## src/rtl/thr_sched_pkg.sv

```systemverilog
`timescale 1ns/1ps
package thr_sched_pkg;
  parameter int unsigned HAZ_W      = 2;
  parameter int unsigned META_W     = HAZ_W + 2;
  parameter int unsigned LOCK_BIT   = META_W - 1;
  parameter int unsigned UNLOCK_BIT = META_W - 2;
endpackage

```

## src/rtl/thr_ctx.sv

```systemverilog
`timescale 1ns/1ps
// Per-thread context: earliest-issue down-counter and parked flag.
module thr_ctx
  import thr_sched_pkg::*;
(
  input  logic             clk,
  input  logic             rst_n,
  input  logic             issue_i,
  input  logic [HAZ_W-1:0] haz_i,
  input  logic             susp_req_i,
  input  logic             wake_i,
  output logic             elig_o,
  output logic             susp_o
);
  logic [HAZ_W-1:0] cnt_q, cnt_d;
  logic             cnt_en;
  logic             susp_q, susp_d;
  logic             susp_en;

  always_comb begin
    cnt_d  = cnt_q;
    cnt_en = 1'b0;
    if (issue_i) begin
      cnt_d  = haz_i;
      cnt_en = 1'b1;
    end else if (cnt_q != '0) begin
      cnt_d  = cnt_q - HAZ_W'(1);
      cnt_en = 1'b1;
    end
  end

  always_comb begin
    susp_d  = susp_q;
    susp_en = wake_i | susp_req_i;
    if (wake_i)          susp_d = 1'b0;
    else if (susp_req_i) susp_d = 1'b1;
  end

  always_ff @(posedge clk or negedge rst_n) begin
    if (!rst_n) begin
      cnt_q  <= '0;
      susp_q <= 1'b0;
    end else begin
      if (cnt_en)  cnt_q  <= cnt_d;
      if (susp_en) susp_q <= susp_d;
    end
  end

  assign elig_o = (cnt_q == '0) && !susp_q;
  assign susp_o = susp_q;
endmodule

```

## src/rtl/rr_pick.sv

```systemverilog
`timescale 1ns/1ps
// Rotating-priority selector: first eligible thread at or after the pointer.
module rr_pick #(
  parameter int unsigned NTHR  = 4,
  parameter int unsigned TID_W = $clog2(NTHR)
) (
  input  logic [NTHR-1:0]  elig_i,
  input  logic [TID_W-1:0] ptr_i,
  output logic             vld_o,
  output logic [TID_W-1:0] tid_o
);
  always_comb begin
    int idx;
    vld_o = 1'b0;
    tid_o = ptr_i;
    for (int i = NTHR - 1; i >= 0; i--) begin
      idx = (int'(ptr_i) + i) % NTHR;
      if (elig_i[idx]) begin
        vld_o = 1'b1;
        tid_o = TID_W'(idx);
      end
    end
  end
endmodule

```

## src/rtl/thr_issue_sched.sv

```systemverilog
`timescale 1ns/1ps
module thr_issue_sched
  import thr_sched_pkg::*;
#(
  parameter int unsigned NTHR = 4
) (
  input  logic                       clk,
  input  logic                       rst_n,
  input  logic [NTHR*META_W-1:0]     meta_i,
  input  logic [NTHR-1:0]            susp_req_i,
  input  logic [NTHR-1:0]            wake_i,
  output logic                       issue_vld_o,
  output logic [$clog2(NTHR)-1:0]    issue_tid_o,
  output logic                       issue_lock_o,
  output logic                       issue_unlock_o
);
  localparam int unsigned TID_W = $clog2(NTHR);

  logic [NTHR-1:0]  elig;
  logic [NTHR-1:0]  susp_q;
  logic [NTHR-1:0]  pick_oh;
  logic             pick_vld;
  logic [TID_W-1:0] pick_tid;
  logic [TID_W-1:0] ptr_q, ptr_d;
  logic             pick_lock, pick_unlock;

  for (genvar k = 0; k < NTHR; k++) begin : g_thr
    assign pick_oh[k] = pick_vld && (pick_tid == TID_W'(k));
    thr_ctx u_ctx (
      .clk        (clk),
      .rst_n      (rst_n),
      .issue_i    (pick_oh[k]),
      .haz_i      (meta_i[k*META_W +: HAZ_W]),
      .susp_req_i (susp_req_i[k]),
      .wake_i     (wake_i[k]),
      .elig_o     (elig[k]),
      .susp_o     (susp_q[k])
    );
  end

  rr_pick #(.NTHR(NTHR), .TID_W(TID_W)) u_pick (
    .elig_i (elig),
    .ptr_i  (ptr_q),
    .vld_o  (pick_vld),
    .tid_o  (pick_tid)
  );

  assign pick_lock   = meta_i[int'(pick_tid)*META_W + LOCK_BIT];
  assign pick_unlock = meta_i[int'(pick_tid)*META_W + UNLOCK_BIT];

  always_comb begin
    ptr_d = ptr_q;
    if (pick_vld) begin
      if (pick_tid == TID_W'(NTHR - 1)) ptr_d = '0;
      else                              ptr_d = pick_tid + TID_W'(1);
    end
  end

  always_ff @(posedge clk or negedge rst_n) begin
    if (!rst_n) begin
      ptr_q          <= '0;
      issue_vld_o    <= 1'b0;
      issue_tid_o    <= '0;
      issue_lock_o   <= 1'b0;
      issue_unlock_o <= 1'b0;
    end else begin
      if (pick_vld) begin
        ptr_q       <= ptr_d;
        issue_tid_o <= pick_tid;
      end
      issue_vld_o    <= pick_vld;
      issue_lock_o   <= pick_vld & pick_lock;
      issue_unlock_o <= pick_vld & pick_unlock;
    end
  end
endmodule

```

## config.mk

```make
export PLATFORM = sky130hd
export DESIGN_NAME = thr_issue_sched
export DESIGN_NICKNAME = d
export VERILOG_FILES = /design/src/rtl/thr_sched_pkg.sv /design/src/rtl/thr_ctx.sv /design/src/rtl/rr_pick.sv /design/src/rtl/thr_issue_sched.sv
export SDC_FILE = /design/constraint.sdc
export NUM_CORES = 1
export LEC_CHECK = 0
export BUFFER_PORTS_ARGS = -buffer_cell sky130_fd_sc_hd__buf_4
export CORE_MARGIN = 5
export CORE_UTILIZATION = 35
export CTS_BUF_LIST = sky130_fd_sc_hd__clkbuf_2
export DETAILED_ROUTE_END_ITERATION = 16
export PLACE_DENSITY = 0.53
export SKIP_CTS_REPAIR_TIMING = 1
export SLEW_MARGIN = 20
export SYNTH_ARGS = -nofsm -noshare
export SYNTH_HDL_FRONTEND = slang
export SYNTH_SLANG_ARGS = --single-unit
```

## constraint.sdc

```tcl
create_clock -name clk -period 4.4 [get_ports clk]
set_clock_uncertainty 0.1 [all_clocks]
set_input_delay 1.32 -clock clk [delete_from_list [all_inputs] [get_ports clk]]
set_output_delay 1.32 -clock clk [all_outputs]
set_load 0.02 [all_outputs]
```

==> results by group, run 1 <==
Timing
  – Setup TNS: 0 ns
  – Final hold viol count: 0
  – Setup repair after global routing missed its margin: no
  – Final count of negative-setup-slack endpoints: 0
  – Fin crit period: 2.40 ns
  – Slew headroom: 0.694
  – Worst-Margin Slew: 0.457 ns
  – Final max-slew violation count: 0
  – Final worst path period share: 0.546
  – Max Fclk: 0.416 GHz

Final layout
  – Most frequent cells in the layout: buf_4, dfrtp_1, nand2_1, nor2_1, inv_1
  – Util after Layout: 0.449
  – Area Overhead vs Synth: 22.8%
  – Antenna Cells: 0
  – NumNets Final: 192
  – Filler Cells Inserted: 329
  – Ratio of cells with drive above 1 in the final layout: 0.294
  – Commonest non-fill, non-tap cell in the layout: buf_4

Synth
  – Synth unique cells: 39
  – Top post-synthesis cells by area: dfrtp_1, ha_1, nand2_1, nor2_1, inv_1
  – Xor and xnor area share after synthesis: 0.0283
  – Simple-gate portion of the synthesized area: 0.205
  – Post-Syn Instances: 129
  – Ys Warns: 0
  – Ys async rst share: 1.00
  – Largest family of logic cells by synthesized area: compound AO/OA/AOI/OAI gates
  – Yosys top cell area share: 0.384
  – Synth Cell Area: 1240 um^2
  – Post-synthesis compound-gate area fraction: 0.214
  – Post-Syn Nets: 160
  – Top_reg_cell synth: dfrtp_1
  – Largest area contributor in the netlist: dfrtp_1
  – Post-synth EDFFs: 0
  – FF+latch count, synth: 19
  – Mux cell area share after synthesis: 0.0626
  – Post-synthesis sequential area ratio: 0.384
  – Adder-Cell Fraction of Synth Area: 0.0505
  – Synthesized area per cell: 9.60 um^2

Die
  – Area of the core: 3390 um^2
  – # rows: 21
  – Die extent in x: 69.5 um
  – Initial Util: 0.365
  – Die H: 69.5 um
  – Die ar.: 4830 um^2
  – IO Pins: 31

Clocking
  – CTS Root Buffer Type: clkbuf_2
  – CTS max path bufs: 2
  – CTS Sinks: 19
  – Clock transition at path regs: 0.19 ns
  – CTS tree: yes
  – H-tree depth: 1
  – Num CTS Buffers: 3
  – Worst skew pair latency: 0.31 ns

Job
  – Max Cap Viol: 0

Power and ir drop
  – LEAKAGE: 0.000716 uW
  – Power per cell area: 761 nW/um^2
  – Final Power: 1160 uW
  – Max IR drop VDD: 0.000277 V

Global routing
  – Largest net degree at the start of global routing: 20
  – Global route overflow: 0
  – Total Routing Usage GR: 0.119
  – Antenna violations before repair: 0
  – Vias in the first global route: 1059
  – Wire length of the first global-routing pass: 4790 um

Routing
  – WL per Instance: 12.8 um
  – Routed vias: 1003
  – 1st-iter DRT viols: 15
  – Via density per instance: 4.87
  – Pre-antenna DRT Iters: 4
  – Routed WL: 2630 um
  – DRT antenna net count: 0
  – Drt drc: 0

Critical path
  – CP startpoint: g_thr[0].u_ctx.cnt_q[0]
  – Beginning of the worst register-to-register path: g_thr[0].u_ctx.cnt_q[0]
  – Critical Path RT: 4.52 ns
  – Worst Setup Start Kind: register
  – CP Cell Sequence: inv_1, ha_1, and2b_2, a22oi_2, o22ai_1, nor4_2, mux2_2
  – Crit path buffers/inverters: 1
  – Critical path class: register to register
  – Reg2reg setup slack: 2.00 ns
  – Critical Path End Type: register
  – CP arrival: 2.52 ns
  – CP max stage delay: 0.40 ns
  – Crit Path Max Fanout: 6
  – Crit path max-delay family: compound AO/OA/AOI/OAI gates
  – Crit-path slowest cell: dfrtp_1

Worst hold path
  – Min-delay src: issue_tid_o[1]
  – HP Class: register to register

Placement
  – Final RePlAce weighted congestion: 0.705
  – Dpl hpwl: 2090 um
  – IO buf count: 30

Outcome
  – Status: completed
-- cells by family after synthesis --
logic type,after synthesis
AOI/OAI and AO/OA,31
xor gates and xnor gates,4
adders and majority gates,5
buffers and inverters,16
DFF,19
muxes,7
and+or+nand+nor,47
-- stage by stage --
stage / cells / cell area [um^2] / setup slack (ns) / hold slack, ns
floorplan: 129 / 1240 / 2.22 / 0.369
global route: 206 / 1520 / 1.82 / 0.460
global placement: 202 / 1500 / 2.08 / 0.397
CTS: 206 / 1520 / 1.98 / 0.431
detailed placement: 202 / 1500 / 2.01 / 0.390
finish: 206 / 1520 / 2.00 / 0.420
-- where the power goes --
part	total, uW	internal [uW]	switching, uW
logic	758	353	405
clock network	78.7	24.1	54.6
registers	321	255	65.4
total	1160	632	525
-- cells in the mapped netlist, types with 4 or more instances --
| cell type | number |
|---|---|
| ha_1 | 5 |
| o32ai_1 | 4 |
| inv_1 | 13 |
| nor2_1 | 14 |
| dfrtp_1 | 19 |
| mux2_1 | 4 |
| a21oi_1 | 5 |
| a21boi_0 | 4 |
| nand2_1 | 15 |
| a211oi_1 | 4 |
| nor3_1 | 5 |
-- sequential cells by signal, indices dropped and copies added (netlist names) --
signal              count
g_thr.u_ctx.cnt_q       8
g_thr.u_ctx.susp_o      4
issue_lock_o            1
issue_tid_o             2
issue_unlock_o          1
issue_vld_o             1
ptr_q                   2
-- area by class of cell --
| type | instances | area, um^2 | area share |
|---|---|---|---|
| Multi-Input combinational cell | 94 | 694 | 0.456 |
| Sequential cell | 19 | 475 | 0.312 |
| Timing Repair Buffer | 30 | 225 | 0.148 |
| Tap cell | 46 | 57.6 | 0.0378 |
| Inverter | 13 | 48.8 | 0.0321 |
| Clock buffer | 4 | 20.0 | 0.0132 |
-- per-layer routing --
layer,global-route usage,up-vias,part of all wire
met5,0,-,0
met4,0.0195,0,0.0057
met3,0.0391,4,0.058
met2,0.204,24,0.48
met1,0.148,461,0.46
li1,-,514,-
-- tightest hold or removal path, delay by kind of cell, from the launching register on --
family / cells / cell delay [ns]
simple gates: 2 / 0.11
flops: 1 / 0.39
-- final timing paths --
kind,endpoint,cells after the start
max reg2reg,g_thr[1].u_ctx.cnt_q[1],7
min,issue_tid_o[1],2
max in group asynchronous,g_thr[1].u_ctx.cnt_q[1],1
min reg2reg,issue_tid_o[1],2
min in group asynchronous,g_thr[3].u_ctx.susp_o,1
max,g_thr[1].u_ctx.cnt_q[1],7
Power figures use the tool's default switching activity.
==> run 2: changes to the inputs <==
--- a/config.mk
+++ b/config.mk
@@ -5,12 +5,13 @@
 export SDC_FILE = /design/constraint.sdc
 export NUM_CORES = 1
 export LEC_CHECK = 0
+export ABC_AREA = 1
 export BUFFER_PORTS_ARGS = -buffer_cell sky130_fd_sc_hd__buf_4
 export CORE_MARGIN = 5
 export CORE_UTILIZATION = 35
 export CTS_BUF_LIST = sky130_fd_sc_hd__clkbuf_2
 export DETAILED_ROUTE_END_ITERATION = 16
-export PLACE_DENSITY = 0.53
+export PLACE_DENSITY = 0.55
 export SKIP_CTS_REPAIR_TIMING = 1
 export SLEW_MARGIN = 20
 export SYNTH_ARGS = -nofsm -noshare
==> constraint.sdc (replaced) <==
create_clock -name clk -period 2.05 [get_ports clk]
set_clock_uncertainty 0.1 [all_clocks]
set_input_delay 0.615 -clock clk [delete_from_list [all_inputs] [get_ports clk]]
set_output_delay 0.615 -clock clk [all_outputs]
set_load 0.02 [all_outputs]
==> results by group, run 2 <==
Outcome
  – Status: completed

Synth
  – Synth top cells by count: nand2_1, inv_1, nor2_1
  – Synth unique cells: 27
  – Ys async rst share: 1.00
  – FF+latch count, synth: 19
  – Synth Cell Area: 1360 um^2
  – Top_reg_cell synth: dfrtp_1
  – Post-synthesis sequential area ratio: 0.351
  – Top post-synthesis cells by area: dfrtp_1, nand2_1, inv_1, nor2_1, nand3_2
  – Largest area contributor in the netlist: dfrtp_1
  – Synthesized area per cell: 7.92 um^2
  – Ys Warns: 0
  – Yosys top cell area share: 0.351
  – Post-Syn Instances: 171
  – Count leader, synth: nand2_1
  – Post-Syn Nets: 202
  – Post-synth EDFFs: 0

Critical path
  – Critical path class: register to register
  – RR Endpoint: g_thr[3].u_ctx.cnt_q[0]
  – Beginning of the worst register-to-register path: g_thr[1].u_ctx.cnt_q[0]
  – Critical Path RT: 2.18 ns
  – Crit Path Max Fanout: 3
  – Critical Path End Type: register
  – Reg2reg setup slack: 0.09 ns
  – Worst Setup Start Kind: register
  – CP arrival: 2.10 ns
  – Reg2Reg Depth: 16

Timing
  – Final hold viol count: 0
  – Final max-slew violation count: 0
  – Final worst path period share: 0.957
  – Fin crit period: 1.96 ns
  – Max Fclk: 0.510 GHz
  – Setup ws final: 0.0889 ns
  – Slew headroom: 0.827
  – Setup repair after global routing missed its margin: yes
  – Worst-Margin Slew: 0.259 ns
  – Final count of negative-setup-slack endpoints: 0

Placement
  – Dpl cells: 257
  – Dpl cell area: 1710 um^2
  – Dpl hpwl: 2450 um
  – IO buf count: 30
  – Final RePlAce weighted congestion: 0.870
  – Post-Place Worst Slack: -0.00101 ns

Global routing
  – Vias in the first global route: 1209
  – Wire length of the first global-routing pass: 5250 um
  – Antenna violations before repair: 0
  – Global route overflow: 0
  – Total Routing Usage GR: 0.129
  – Largest net degree at the start of global routing: 20

Final layout
  – Max reg flops: 8
  – Ratio of cells with drive above 1 in the final layout: 0.482
  – NumNets Final: 252
  – Reg with most FFs: g_thr.u_ctx.cnt_q
  – Cell area after layout: 1900 um^2
  – Filler Cells Inserted: 370
  – Antenna Cells: 0
  – Non-filler instance count after layout: 268
  – Commonest non-fill, non-tap cell in the layout: buf_4
  – Register area: 475 um^2
  – Area Overhead vs Synth: 40.1%
  – Most frequent cells in the layout: buf_4, nand2_1, nor2_1, inv_1, dfrtp_1
  – Area taken by multi-input logic gates: 838 um^2
  – Util after Layout: 0.511

Routing
  – DRT antenna net count: 0
  – Drt drc: 0
  – Via density per instance: 4.57
  – Pre-antenna DRT Iters: 4
  – Routed WL: 3260 um
  – 1st-iter DRT viols: 46
  – Routed vias: 1224
  – WL per Instance: 12.2 um

Die
  – IO Pins: 31
  – Die extent in x: 72.2 um
  – Die H: 72.2 um
  – Area of the core: 3720 um^2
  – Die ar.: 5220 um^2
  – # rows: 22
  – Initial Util: 0.365

Clocking
  – Clock transition at path regs: 0.19 ns
  – CTS Sinks: 19
  – CTS tree: yes
  – H-tree depth: 1
  – CTS Root Buffer Type: clkbuf_2
  – Worst skew pair latency: 0.32 ns
  – Num CTS Buffers: 3
  – CTS max path bufs: 2

Job
  – Max Cap Viol: 0

Worst hold path
  – HP Class: input port to asynchronous set/reset pin
## run 2: changes by cell type after synthesis, sizes merged, moves of 6 or more
cell   before  now
nand2      15   48
nand3       0   25
inv        13   27
nor2       14   23
o21ai       3    9
## run 2: area by class of cell
class,count,share of cell area
Sequential cell,19,0.250
Multi-Input combinational cell,121,0.442
Tap cell,48,0.0316
Timing Repair Buffer,48,0.202
Inverter,28,0.0633
Clock buffer,4,0.0105
## run 2: per-stage QoR
stage	hold WS (ns)	TNS, ns
final	0.0250	0
after global routing	0.0112	-0.214
after CTS	0.0215	-0.0861
after detailed placement	0.392	-0.00101
after global placement	0.383	0
after floorplan	0.219	0
## run 2: how the worst max path moves through the flow
stage,from,end,slack [ns]
after global routing,g_thr[3].u_ctx.cnt_q[0],g_thr[3].u_ctx.cnt_q[0],-0.04
after floorplan,g_thr[0].u_ctx.cnt_q[0],g_thr[3].u_ctx.cnt_q[1],0.01
after detailed placement,g_thr[2].u_ctx.cnt_q[0],g_thr[3].u_ctx.cnt_q[0],-0.001
after global placement,g_thr[3].u_ctx.cnt_q[0],g_thr[3].u_ctx.cnt_q[0],0.03
final,g_thr[1].u_ctx.cnt_q[0],g_thr[3].u_ctx.cnt_q[0],0.09
after CTS,g_thr[3].u_ctx.cnt_q[0],g_thr[3].u_ctx.cnt_q[0],-0.04
## run 2: layer usage
metal	global-route usage	part of all wire
met4	0.0585	0.013
met3	0.0180	0.020
met5	0	0
met2	0.230	0.54
met1	0.153	0.43
## run 2: cell families after synthesis
| group | count (synthesis) | synth area share |
|---|---|---|
| flops | 19 | 0.351 |
| simple gates | 101 | 0.416 |
| fa+ha+maj | 5 | 0.0462 |
| compound gates | 10 | 0.0480 |
| xor+xnor | 3 | 0.0194 |
| mux | 2 | 0.0166 |
| buf+inv | 31 | 0.103 |
## run 2: critical path, stage by stage (launching register included)
cell and delay, ns:
dfrtp_1 0.41, inv_1 0.07, ha_2 0.21, nand3_2 0.10, nand2_2 0.09, nand2_2 0.07
nand2_2 0.08, inv_4 0.05, nand2_2 0.05, nand3_2 0.07, nand2_4 0.09, nand2_4 0.06
ha_4 0.16, nand2_4 0.07, o21ai_2 0.05, o21ai_1 0.08, inv_1 0.05
Power of run 2 is left out: the tool's default activity adds up to more than one toggle a clock period on the data nets, which glitch-free logic cannot reach.
